--- src/rtl/tmr_pkg.sv ---
package tmr_pkg;
  // widest slot number the strobe bundle can carry
  localparam int IDX_W = 4;

  typedef struct packed {
    logic             tick;   // advance all counters
    logic             limWr;  // write limit of slot idx
    logic             limRd;  // read (and acknowledge) limit of slot idx
    logic             cntRd;  // read count of slot idx
    logic [IDX_W-1:0] idx;    // addressed slot
  } tmrStrobe_t;
endpackage

--- src/rtl/tmr_slice.sv ---
module tmr_slice #(
  parameter int CNT_W = 22
) (
  input  logic             clk,
  input  logic             rst_n,
  input  logic             tick,
  input  logic             ldEn,
  input  logic             rdAck,
  input  logic [CNT_W-1:0] ldVal,
  output logic [CNT_W-1:0] count,
  output logic [CNT_W-1:0] limit,
  output logic             irq
);
  logic hit;

  assign hit = tick && (limit != '0) && (count == limit);

  always_ff @(posedge clk or negedge rst_n) begin
    if (!rst_n) begin
      count <= CNT_W'(1);
      limit <= '0;
      irq   <= 1'b0;
    end else if (ldEn) begin
      limit <= ldVal;
      count <= CNT_W'(1);
      irq   <= 1'b0;
    end else begin
      if (tick) count <= hit ? CNT_W'(1) : count + 1'b1;
      if (hit) irq <= 1'b1;
      else if (rdAck) irq <= 1'b0;
    end
  end
endmodule

--- src/rtl/tmr_ctrl.sv ---
module tmr_ctrl
  import tmr_pkg::*;
#(
  parameter int NCPU = 4,
  localparam int NT = NCPU + 1,
  localparam int ADDR_W = $clog2(NT) + 1
) (
  input  logic              tick,
  input  logic              wr,
  input  logic              rd,
  input  logic [ADDR_W-1:0] addr,
  output tmrStrobe_t        strb
);
  logic [ADDR_W-2:0] slot;
  logic              slotOk;
  logic              rdOnly;

  always_comb begin
    slot   = addr[ADDR_W-1:1];
    slotOk = int'(slot) < NT;
    rdOnly = rd && !wr;
    strb.tick  = tick;
    strb.idx   = IDX_W'(slot);
    strb.limWr = wr && slotOk && !addr[0];
    strb.limRd = rdOnly && slotOk && !addr[0];
    strb.cntRd = rdOnly && slotOk && addr[0];
  end
endmodule

--- src/rtl/tmr_datapath.sv ---
module tmr_datapath
  import tmr_pkg::*;
#(
  parameter int NCPU = 4,
  parameter int DATA_W = 32,
  parameter int FIELD_LSB = 10,
  localparam int NT = NCPU + 1,
  localparam int CNT_W = DATA_W - FIELD_LSB
) (
  input  logic              clk,
  input  logic              rst_n,
  input  tmrStrobe_t        strb,
  input  logic [DATA_W-1:0] wdata,
  output logic [NT-1:0]     irqVec,
  output logic [DATA_W-1:0] rdata
);
  logic [CNT_W-1:0] cntArr [NT];
  logic [CNT_W-1:0] limArr [NT];

  for (genvar i = 0; i < NT; i++) begin : g_slot
    logic hitSel;
    assign hitSel = (strb.idx == IDX_W'(i));
    tmr_slice #(.CNT_W(CNT_W)) u_slice (
      .clk   (clk),
      .rst_n (rst_n),
      .tick  (strb.tick),
      .ldEn  (strb.limWr && hitSel),
      .rdAck (strb.limRd && hitSel),
      .ldVal (wdata[DATA_W-1:FIELD_LSB]),
      .count (cntArr[i]),
      .limit (limArr[i]),
      .irq   (irqVec[i])
    );
  end

  always_comb begin
    rdata = '0;
    for (int k = 0; k < NT; k++) begin
      if (strb.idx == IDX_W'(k)) begin
        if (strb.limRd) rdata = {limArr[k], {FIELD_LSB{1'b0}}};
        if (strb.cntRd) rdata = {cntArr[k], {FIELD_LSB{1'b0}}};
      end
    end
  end
endmodule

--- src/rtl/interval_timer_array.sv ---
module interval_timer_array
  import tmr_pkg::*;
#(
  parameter int NCPU = 4,
  parameter int DATA_W = 32,
  parameter int FIELD_LSB = 10,
  localparam int ADDR_W = $clog2(NCPU + 1) + 1
) (
  input  logic              clk,
  input  logic              rst_n,
  input  logic              tick,
  input  logic              wr,
  input  logic              rd,
  input  logic [ADDR_W-1:0] addr,
  input  logic [DATA_W-1:0] wdata,
  output logic [DATA_W-1:0] rdata,
  output logic              irqL10,
  output logic [NCPU-1:0]   irqL14
);
  tmrStrobe_t    strb;
  logic [NCPU:0] irqVec;

  tmr_ctrl #(.NCPU(NCPU)) u_ctrl (
    .tick (tick),
    .wr   (wr),
    .rd   (rd),
    .addr (addr),
    .strb (strb)
  );

  tmr_datapath #(.NCPU(NCPU), .DATA_W(DATA_W), .FIELD_LSB(FIELD_LSB)) u_dp (
    .clk    (clk),
    .rst_n  (rst_n),
    .strb   (strb),
    .wdata  (wdata),
    .irqVec (irqVec),
    .rdata  (rdata)
  );

  assign irqL14 = irqVec[NCPU-1:0];
  assign irqL10 = irqVec[NCPU];
endmodule

--- config.mk ---
export PLATFORM = sky130hd
export DESIGN_NAME = interval_timer_array
export DESIGN_NICKNAME = d
export VERILOG_FILES = /design/src/rtl/tmr_pkg.sv /design/src/rtl/tmr_slice.sv /design/src/rtl/tmr_ctrl.sv /design/src/rtl/tmr_datapath.sv /design/src/rtl/interval_timer_array.sv
export SDC_FILE = /design/constraint.sdc
export NUM_CORES = 1
export LEC_CHECK = 0
export BUFFER_PORTS_ARGS = -buffer_cell sky130_fd_sc_hd__buf_2
export CAP_MARGIN = 30
export CORE_MARGIN = 5
export CORE_UTILIZATION = 48
export CTS_BUF_LIST = sky130_fd_sc_hd__clkbuf_4
export DETAILED_ROUTE_END_ITERATION = 12
export PLACE_DENSITY = 0.65
export SYNTH_ARGS = -nofsm -noshare
export SYNTH_HDL_FRONTEND = slang
export SYNTH_SLANG_ARGS = --single-unit
--- constraint.sdc ---
create_clock -name clk -period 4.5 [get_ports clk]
set_clock_uncertainty 0.05 [all_clocks]
set_input_delay 0.45 -clock clk [delete_from_list [all_inputs] [get_ports clk]]
set_output_delay 0.45 -clock clk [all_outputs]
set_load 0.005 [all_outputs]
==> run_results.csv, run 1 <==
group,metric,value,unit
synthesis,synth_edf_count,0,
grt,overflow,0,
synthesis,synth-seq-cells,225,
floorplan,fp.dieW,177.5,um
routing,drtIter0Drc,1406,
worst_setup_path,cp_slowest_stage_delay,0.76,ns
sta,finalHoldViolations,0,
worst_setup_path,critPathKind,"input port to primary output",
worst_setup_path,ff2ff_path_depth,6,
sta,fin_crit_sh,78.40,%
floorplan,io_pins,78,
synthesis,ys_seq_area_share,41.86,%
finish,final_core_util,53.83,%
clock_tree,cts-root-buf,"clkbuf_4",
sta,period_minus_slack,3.528,ns
worst_setup_path,cp-start-kind,"input port",
sta,max_freq,0.2835,GHz
finish,drive_above_1_share,13.18,%
routing,viasPerCell,5.896,
synthesis,synth.top_cell.area_share,40.89,%
clock_tree,cts_resized,0,
place,hpwl,34.09,mm
place,port_buffers,57,
synthesis,synth_compound_area_share,8.745,%
routing,drt_first_pass_iters,10,
floorplan,dieArea,0.03150,sq mm
finish,final_cells,2087,
worst_setup_path,path_buf_inv,2,
worst_setup_path,cp_cell_sequence,"buf_2 -> o21ai_0 -> nand2_2 -> nor4_4 -> a22oi_1 -> a32o_1 -> o21ai_0 -> buf_2",
clock_tree,clk_pin_slew,0.06,ns
routing,drc,2,
synthesis,synth.avg_cell_area,8.463,sq um
sta,final_max_slew_viol_count,0,
sta,rsz0062_at_grt,"false",
grt,grt_pass1_wl,70.44,mm
worst_setup_path,r2r_start,"u_dp.g_slot[0].u_slice.count[14]$_DFFE_PN0P_",
clock_tree,cts.sinks,225,
sta,finalSetupTns,0,ns
floorplan,start_util,48.60,%
hold_path,hold_depth,3,
clock_tree,clock_latency,0.71,ns
status,violations,"DRC",
sta,worstMarginPinSlew,0.9373,ns
synthesis,syn_inst,1591,
synthesis,ys_dominant_reg_cell,"dfrtp_1",
hold_path,hp-start,"wdata[10]",
worst_setup_path,arrival,3.03,ns
sta,slew_headroom,37.04,%
synthesis,synth.most_common_cell,"nand2_1",
clock_tree,clockBufferDepth,3,
floorplan,die_h,177.5,um
worst_setup_path,cpMaxStageDelayCell,"nor4_4",
status,status,"finished with violations",
worst_setup_path,path_depth,8,
worst_setup_path,r2r_slack,1.90,ns
routing,wl_per_cell,22.19,um
routing,vias,12304,
synthesis,synth_area_leaders,"dfrtp_1 (41%), nand2_1 (11%), xnor2_1 (7.1%)",
place,placed_cells,1961,
grt,grt_pass1_vias,11746,
synthesis,yosysTopAreaCell,"dfrtp_1",
synthesis,synthAdderAreaFrac,0.4646,%
worst_setup_path,cp.required,4.00,ns
floorplan,num_rows,61,
sta,setup_violations,0,
grt,grt_usage,29.44,%
synthesis,syn_area,0.01346,sq mm
grt,antenna_found_initial,1,
synthesis,synth_common_cells,"nand2_1 (408), dfrtp_1 (220), nor2_1 (171)",
worst_setup_path,r2r-end,"u_dp.g_slot[0].u_slice.count[6]$_DFFE_PN0P_",
synthesis,yosys_warnings,0,
clock_tree,cts_buffers,67,
worst_setup_path,endpoint_kind,"primary output",
routing,totalWireLength,46.30,mm
worst_setup_path,crit_fanout,22,
grt,grt_max_degree,112,
synthesis,synth_top_family_by_area,"simple AND/OR/NAND/NOR gates",
power_and_ir_drop,finalPower,6.140,mW
hold_path,worstHoldPathType,"input port to register",
finish,area_growth,10.77,%
run,cap_violations,0,
power_and_ir_drop,leakage,6.790,nW
clock_tree,cts_tree,"yes",
synthesis,ys_types,66,
power_and_ir_drop,power.density,411.7,mW/mm^2
floorplan,core_area,0.02771,sq mm
routing,drtAntennaViolNets,0,
synthesis,ys_async_sr_fraction,100.0,%
place,gp_congestion,1.068,
worst_setup_path,crit_family,"compound AO/OA/AOI/OAI gates",
finish,fillerInstances,2620,
hold_path,holdPathEnd,"u_dp.g_slot[3].u_slice.limit[0]$_DFFE_PN0P_",
power_and_ir_drop,peakVddDrop,0.0002300,V
synthesis,synthXorXnorAreaFrac,13.01,%
synthesis,yosys.area_share.simple,28.06,%
clock_tree,cts_max_level,3,
finish,nets,1706,
synthesis,synthMuxAreaShare,4.052,%
[flip-flops by register name, indices dropped and copies added, names as in the netlist]
name                       flops
u_dp.g_slot.u_slice.limit    110
u_dp.g_slot.u_slice.irq        5
u_dp.g_slot.u_slice.count    110
[power by group]
group	total (mW)	internal [mW]	leakage, nW	switching [mW]
sequential	2.98	2.36	2.93	0.618
combinational	1.26	0.557	3.38	0.701
clock	1.90	0.983	0.477	0.917
total	6.14	3.90	6.79	2.24
[worst register-to-register path, delay by kind of cell, from the launching register on]
kind | cells | cell delay (ns)
xor gates and xnor gates | 1 | 0.21
and+or+nand+nor | 4 | 1.51
DFF | 1 | 0.50
AOI/OAI and AO/OA | 1 | 0.18
[cells by family after synthesis]
| group | Yosys count |
|---|---|
| buffers and inverters | 111 |
| XOR/XNOR | 200 |
| multiplexers | 53 |
| other | 1 |
| AO/OA/AOI/OAI | 173 |
| adder cells (fa/ha/maj) | 5 |
| flip-flops | 225 |
| AND/OR/NAND/NOR | 823 |
[area by class of cell]
class / count / area (sq um) / area share [%]
repair buffers: 88 / 561.8 / 3.767
well taps: 378 / 473.0 / 3.171
inverters: 14 / 52.55 / 0.3523
flip-flops and latches: 225 / 5637 / 37.79
clock buffers: 96 / 720.7 / 4.832
multi-input cells: 1264 / 7373 / 49.44
clock inverters: 20 / 91.34 / 0.6124
diodes: 2 / 5.005 / 0.03356
[per-layer routing]
| metal | global-route usage, % | wire (um) | vias to the layer above |
|---|---|---|---|
| li1 | - | - | 5602 |
| met1 | 40.46 | 19400 | 6016 |
| met4 | 11.83 | 1861 | 0 |
| met5 | 0 | 0 | - |
| met3 | 7.989 | 4694 | 100 |
| met2 | 44.27 | 20350 | 586 |
[how the worst max path moves through the flow]
stage             from   endpoint  slack, ns
2_1_floorplan       rd  rdata[25]       2.05
3_3_place_gp   addr[1]  rdata[26]       1.07
3_5_place_dp   addr[1]  rdata[26]       1.05
4_1_cts        addr[1]  rdata[26]       1.05
5_1_grt        addr[2]  rdata[26]       0.86
6_report       addr[2]  rdata[26]       0.97
[through the flow]
step | hold WS [ns] | worst slack, ns | area [sq um]
floorplan | 0.1044 | 2.054 | 13500
global placement | 0.4770 | 1.072 | 13990
detailed placement | 0.4800 | 1.051 | 14020
CTS | 0.001256 | 1.047 | 14910
global route | 0.02158 | 0.8637 | 14910
finish | 0.04904 | 0.9722 | 14910
[layout by cell type, fill, tap and decap left out, types with 5 or more instances in the layout]
cell             n
nand4_1         51
mux2_2          12
nand2b_1        10
dfrtp_1        220
mux2i_1         41
a22oi_1         37
clkbuf_4        96
ha_1             5
a31oi_1          8
nand2_1        408
nor4_1          39
inv_1           14
o22ai_1         12
clkinv_1        14
a32o_1          10
buf_2           55
nand3_1         37
and4_1           9
and3_1          21
conb_1          10
nor3_1          23
buf_4           22
or4_1           11
a21oi_1         28
xnor2_1        109
nor2_1         169
a211oi_1        14
a221oi_1         6
xor2_1          91
o21ai_0         34
dfstp_2          5
dlygate4sd3_1    8
[what timing repair did]
action / in CTS / in global routing
hold endpoints to repair: 118 / 0
hold buffers: 8 / 0
buffers inserted: 0 / 0
No activity file was read; power rests on OpenSTA's default activity.
==> run 2: changes to the inputs <==
- PLACE_DENSITY: 0.65 -> 0.68
- clock period: 4.5 -> 3.1 ns (I/O delays scaled with it)
==> run 2 against run 1 <==
- the run now ends clean
- die area did not move
- final area rose by 2.7%
- via count rose by 1.3%
- total power rose by 51%
- global-route usage rose by 1.4 points
- utilization rose by 1.5 points
- clock power rose by 62%
- first-iteration DRC count fell by 7.7%
- wire length rose by 4.0%
==> run_results.csv, run 2 (synthesis gave the netlist of run 1 again) <==
group,metric,value,unit
place,gp_congestion,1.018,
clock_tree,cts-root-buf,"clkbuf_4",
grt,globalRouteMet2Util,45.60,%
sta,finalSetupTns,0,ns
routing,totalWireLength,48.16,mm
worst_setup_path,critPathKind,"register to primary output",
power_and_ir_drop,swShare,35.63,%
grt,grt_pass1_vias,12229,
hold_path,hp-start,"tick",
sta,max_freq,0.3625,GHz
grt,antenna_found_initial,1,
worst_setup_path,endpoint_kind,"primary output",
clock_tree,cts.sinks,225,
finish,nets,1739,
floorplan,fp.dieW,177.5,um
finish,final_cell_mix,"nand2_1 (408), dfrtp_1 (220), nor2_1 (169)",
finish,reg_top3,"u_dp.g_slot.u_slice.count: 110 flops, u_dp.g_slot.u_slice.limit: 110 flops, u_dp.g_slot.u_slice.irq: 5 flops",
place,placed_cells,1980,
clock_tree,cts_buffers,66,
hold_path,holdPathEnd,"u_dp.g_slot[0].u_slice.count[1]$_DFFE_PN0P_",
worst_setup_path,cp.required,2.74,ns
sta,slew_headroom,48.99,%
routing,drtAntennaViolNets,0,
power_and_ir_drop,power.density,607.2,mW/mm^2
hold_path,worstHoldPathType,"input port to register",
sta,final_max_slew_viol_count,0,
power_and_ir_drop,peakVddDrop,0.0003915,V
worst_setup_path,path_buf_inv,1,
floorplan,core_area,0.02771,sq mm
sta,setup_ws,0.3412,ns
worst_setup_path,cp_slowest_stage_delay,0.49,ns
grt,grt_pass1_wl,73.60,mm
routing,viasPerCell,5.879,
place,dp_slack,0.4134,ns
routing,drtIter0Drc,1298,
clock_tree,cts_max_level,3,
sta,worstMarginPinSlew,0.7652,ns
grt,gr-usage-met3,6.412,%
routing,wl_per_cell,22.72,um
status,status,"complete, no violations",
power_and_ir_drop,combPwrFrac,20.5,%
grt,busiest_layer,"met2",
floorplan,dieArea,0.03150,sq mm
worst_setup_path,r2r-end,"u_dp.g_slot[0].u_slice.count[8]$_DFFE_PN0P_",
clock_tree,clock_latency,0.69,ns
place,port_buffers,57,
finish,drive_above_1_share,14.24,%
worst_setup_path,crit_fanout,6,
run,cap_violations,0,
finish,area_growth,13.77,%
routing,vias,12463,
clock_tree,clockBufferDepth,3,
finish,stdcell_area,0.01532,sq mm
hold_path,hold_depth,3,
sta,fin_crit_sh,88.99,%
power_and_ir_drop,p_clk_share,33.0,%
floorplan,io_pins,78,
sta,finalHoldViolations,0,
routing,drc,0,
power_and_ir_drop,leakage,7.007,nW
sta,rsz0062_at_grt,"false",
place,hpwl,35.76,mm
finish,final_core_util,55.29,%
grt,grt_use_met1,43.42,%
grt,grt_usage,30.85,%
clock_tree,postCtsSetupRepairBufs,0,
clock_tree,clk_pin_slew,0.06,ns
place,placed_area,0.01419,sq mm
worst_setup_path,r2r_start,"u_dp.g_slot[0].u_slice.count[12]$_DFFE_PN0P_",
worst_setup_path,cpMaxStageDelayCell,"dfrtp_1",
worst_setup_path,arrival,2.40,ns
finish,final_cells,2120,
grt,grt_max_degree,86,
floorplan,start_util,48.60,%
power_and_ir_drop,p_switching,3.314,mW
sta,setup_violations,0,
power_and_ir_drop,p_seq_share,46.6,%
power_and_ir_drop,p_int,5.987,mW
floorplan,die_h,177.5,um
routing,drt_first_pass_iters,5,
worst_setup_path,ff2ff_path_depth,7,
worst_setup_path,crit_family,"compound AO/OA/AOI/OAI gates",
clock_tree,cts_tree,"yes",
floorplan,num_rows,61,
sta,period_minus_slack,2.759,ns
worst_setup_path,cp-start-kind,"register",
worst_setup_path,cp_cell_sequence,"a22oi_1 -> nor2_1 -> a211oi_1 -> a32o_1 -> o21ai_0 -> buf_2",
worst_setup_path,r2r_slack,0.46,ns
grt,overflow,0,
finish,mostFrequentLayoutCell,"nand2_1",
run 2: changes by cell type in the layout (fill, tap and decap cells not counted), sizes merged:
cell	before	now
buf	80	99
bufinv	0	3
clkbuf	96	99
clkinv	15	12
clkinvlp	3	2
diode	2	1
dlygate4sd3	8	23
inv	16	14
run 2: worst max-delay path by stage:
stage | from | end | cells after the start
6_report | u_dp.g_slot[1].u_slice.count[6]$_DFFE_PN0P_ | rdata[16] | 6
5_1_grt | u_dp.g_slot[1].u_slice.count[2]$_DFFE_PN0P_ | rdata[12] | 6
4_1_cts | u_dp.g_slot[1].u_slice.count[2]$_DFFE_PN0P_ | rdata[12] | 6
3_5_place_dp | addr[1] | rdata[19] | 9
3_3_place_gp | addr[1] | rdata[19] | 9
2_1_floorplan | rd | rdata[25] | 7
run 2: cell type report:
type	count	area [sq um]
Antenna cell	1	2.502
Clock buffer	99	743.2
Clock inverter	17	156.4
Fill cell	2566	12390
Inverter	14	52.55
Multi-Input combinational cell	1264	7373
Sequential cell	225	5637
Tap cell	378	473.0
Timing Repair Buffer	122	880.8
run 2: per-stage QoR:
stage / power (mW) / hold WS (ns)
floorplan: 5.369 / -0.03559
finish: 9.301 / 0.05439
global placement: 6.135 / 0.3304
CTS: 9.290 / 0.02140
detailed placement: 6.177 / 0.3140
global route: 9.760 / 0.05571
run 2: power by group through the flow:
| stage | clock network, mW | registers [mW] | logic (mW) |
|---|---|---|---|
| global placement | 0 | 4.32 | 1.81 |
| finish | 3.07 | 4.33 | 1.90 |
| floorplan | 0 | 3.92 | 1.45 |
| global route | 3.28 | 4.37 | 2.11 |
| detailed placement | 0 | 4.33 | 1.85 |
| CTS | 3.13 | 4.28 | 1.88 |
run 2: layer usage:
layer / share of wire [%] / vias up
met1: 42 / 6075
met2: 44 / 608
li1: - / 5663
met5: 0 / -
met3: 9.3 / 117
met4: 5.0 / 0
run 2: timing repair:
item / CTS / global route
resized for setup: 0 / 0
hold buffers: 23 / 0
endpoints found under the hold margin: 190 / 0
run 2: worst min-delay path: stages:
cell and delay, ns:
buf_2 0.24, nand3_1 0.13, a21oi_1 0.07
==> run 3: changes to the inputs <==
--- a/config.mk
+++ b/config.mk
@@ -13,3 +13,4 @@
 export DETAILED_ROUTE_END_ITERATION = 12
-export PLACE_DENSITY = 0.68
+export PLACE_DENSITY = 0.65
+export RECOVER_POWER = 25
 export SYNTH_ARGS = -nofsm -noshare
==> constraint.sdc (replaced) <==
create_clock -name clk -period 3.55 [get_ports clk]
set_clock_uncertainty 0.05 [all_clocks]
set_input_delay 0 -clock clk [delete_from_list [all_inputs] [get_ports clk]]
set_output_delay 0 -clock clk [all_outputs]
set_load 0.005 [all_outputs]
==> run 3 against run 2 <==
- the run now ends with capacitance limit, slew limit left
- combinational power shrank 15%
- register-to-register slack gained 0.46 ns
- flip-flop and latch count is the same
- sequential power shrank 12%
- worst setup slack gained 0.11 ns
- global-route usage shrank 0.26 points
- count of clock-buffer cells in the layout shrank 6
- final area shrank 1.2%
- non-clock buffer count shrank 11
- critical endpoint is now rdata[12]
==> run_results.csv, run 3 (synthesis gave the netlist of run 1 again) <==
group,metric,value,unit
status,status,"finished with violations",
status,violations,"capacitance limit, slew limit",
floorplan,start_util,48.60,%
sta,finalSetupTns,0,ns
power_and_ir_drop,p_int,4.998,mW
grt,grt_usage,30.58,%
clock_tree,cts_max_level,3,
sta,worstMarginPinSlew,1.903,ns
routing,drtIter0Drc,1187,
sta,slew_headroom,-26.87,%
hold_path,worstHoldPathType,"input port to register",
finish,final_cell_mix,"nand2_1 (408), dfrtp_1 (220), nor2_1 (169)",
worst_setup_path,cp_slowest_stage_delay,0.55,ns
power_and_ir_drop,combPwrFrac,20.6,%
worst_setup_path,endpoint_kind,"primary output",
clock_tree,cts_resized,0,
sta,finalHoldViolations,0,
finish,drive_above_1_share,13.02,%
place,placed_area,0.01405,sq mm
routing,vias,12359,
routing,drt_first_pass_iters,5,
sta,fin_crit_sh,87.22,%
clock_tree,cts_tree,"yes",
finish,mostFrequentLayoutCell,"nand2_1",
worst_setup_path,crit_fanout,11,
worst_setup_path,cp.required,3.50,ns
floorplan,die_h,177.5,um
clock_tree,cts_buffers,66,
run,cap_violations,1,
finish,area_growth,12.35,%
clock_tree,ctsHoldBuffers,29,
power_and_ir_drop,p_seq_share,48.3,%
grt,grt_max_degree,98,
floorplan,num_rows,61,
sta,setup_violations,0,
place,gp_congestion,0.9671,
power_and_ir_drop,p_switching,2.844,mW
sta,final_max_slew_viol_count,75,
clock_tree,cts.sinks,225,
power_and_ir_drop,power.density,518.4,mW/mm^2
clock_tree,cts-root-buf,"clkbuf_4",
finish,nets,1728,
routing,drc,0,
routing,viasPerCell,5.866,
worst_setup_path,cp_common_cell,"buf_2",
worst_setup_path,cp-start-kind,"input port",
sta,period_minus_slack,3.096,ns
place,hpwl,34.64,mm
clock_tree,clk_pin_slew,0.06,ns
finish,stdcell_area,0.01513,sq mm
clock_tree,clock_latency,0.72,ns
routing,wl_per_cell,22.66,um
place,port_buffers,57,
routing,drtAntennaViolNets,0,
sta,rsz0062_at_grt,"false",
grt,grt_pass1_vias,11893,
grt,overflow,0,
sta,max_freq,0.3230,GHz
floorplan,dieArea,0.03150,sq mm
worst_setup_path,critPathKind,"input port to primary output",
worst_setup_path,cp_cell_sequence,"dlygate4sd3_1 -> buf_2 -> nor2b_1 -> nand2_2 -> nor3b_2 -> buf_4 -> a22oi_1 -> a32o_1 -> o21ai_0 -> buf_2",
finish,reg_top3,"u_dp.g_slot.u_slice.count: 110 flops, u_dp.g_slot.u_slice.limit: 110 flops, u_dp.g_slot.u_slice.irq: 5 flops",
power_and_ir_drop,peakVddDrop,0.0003266,V
clock_tree,clockBufferDepth,3,
floorplan,io_pins,78,
routing,totalWireLength,47.74,mm
clock_tree,postCtsSetupRepairBufs,0,
worst_setup_path,cpMaxStageDelayCell,"nor3b_2",
worst_setup_path,arrival,3.05,ns
power_and_ir_drop,swShare,36.27,%
floorplan,core_area,0.02771,sq mm
power_and_ir_drop,leakage,6.895,nW
power_and_ir_drop,p_clk_share,31.1,%
grt,grt_pass1_wl,72.95,mm
floorplan,fp.dieW,177.5,um
grt,antenna_found_initial,1,
[run 3: worst max-delay path, delay by kind of cell]
kind	cells	cell delay, ns
buffers and inverters	4	1.17
and+or+nand+nor	3	1.15
AOI/OAI and AO/OA	3	0.72
[run 3: area by class of cell]
| cell class | count | area (sq um) |
|---|---|---|
| Clock inverter | 21 | 110.1 |
| Clock buffer | 93 | 698.2 |
| Tap cell | 378 | 473.0 |
| Fill cell | 2707 | 12580 |
| Antenna cell | 1 | 2.502 |
| Inverter | 14 | 52.55 |
| Timing Repair Buffer | 111 | 780.7 |
| Multi-Input combinational cell | 1264 | 7373 |
| Sequential cell | 225 | 5637 |
[run 3: stage by stage]
| stage | std cells | setup WS, ns | util [%] | hold slack (ns) | total power, mW |
|---|---|---|---|---|---|
| 2_1_floorplan | 1600 | 1.434 | - | -0.3456 | 4.688 |
| 3_3_place_gp | 1962 | 1.009 | 50.67 | 0.05359 | 5.319 |
| 3_5_place_dp | 1963 | 0.9682 | 50.71 | 0.05051 | 5.353 |
| 4_1_cts | 2106 | 0.5954 | 54.74 | 0.01875 | 7.845 |
| 5_1_grt | 2107 | 0.2419 | 54.60 | 0.07585 | 8.262 |
| 6_report | 2107 | 0.4536 | 54.60 | 0.06772 | 7.842 |
[run 3: power by group through the flow]
| stage | clock [mW] | combinational, mW | sequential, mW |
|---|---|---|---|
| floorplan | 0 | 1.26 | 3.42 |
| global placement | 0 | 1.53 | 3.79 |
| detailed placement | 0 | 1.56 | 3.79 |
| CTS | 2.50 | 1.60 | 3.75 |
| global route | 2.64 | 1.79 | 3.83 |
| finish | 2.44 | 1.62 | 3.79 |
[run 3: final timing paths]
kind | startpoint | endpoint | slack (ns) | depth (start not counted)
min in group asynchronous | rst_n | u_dp.g_slot[4].u_slice.count[0]$_DFFE_PN1P_ | 0.80 | 3
max in group asynchronous | rst_n | u_dp.g_slot[1].u_slice.count[9]$_DFFE_PN0P_ | 0.70 | 4
min reg2reg | u_dp.g_slot[1].u_slice.irq$_DFFE_PN0P_ | u_dp.g_slot[1].u_slice.irq$_DFFE_PN0P_ | 0.49 | 2
min | addr[2] | u_dp.g_slot[3].u_slice.irq$_DFFE_PN0P_ | 0.07 | 4
max reg2reg | u_dp.g_slot[0].u_slice.count[10]$_DFFE_PN0P_ | u_dp.g_slot[0].u_slice.count[6]$_DFFE_PN0P_ | 0.92 | 6
max | wr | rdata[12] | 0.45 | 10
[run 3: metal layers]
layer	track usage (%)	share of wire (%)	wire length (um)	vias up
met5	0	0	0	-
met4	13.05	4.2	2021	0
met3	7.329	8.5	4055	103
met2	45.57	44	21040	559
met1	42.67	43	20620	6046
li1	-	-	-	5651
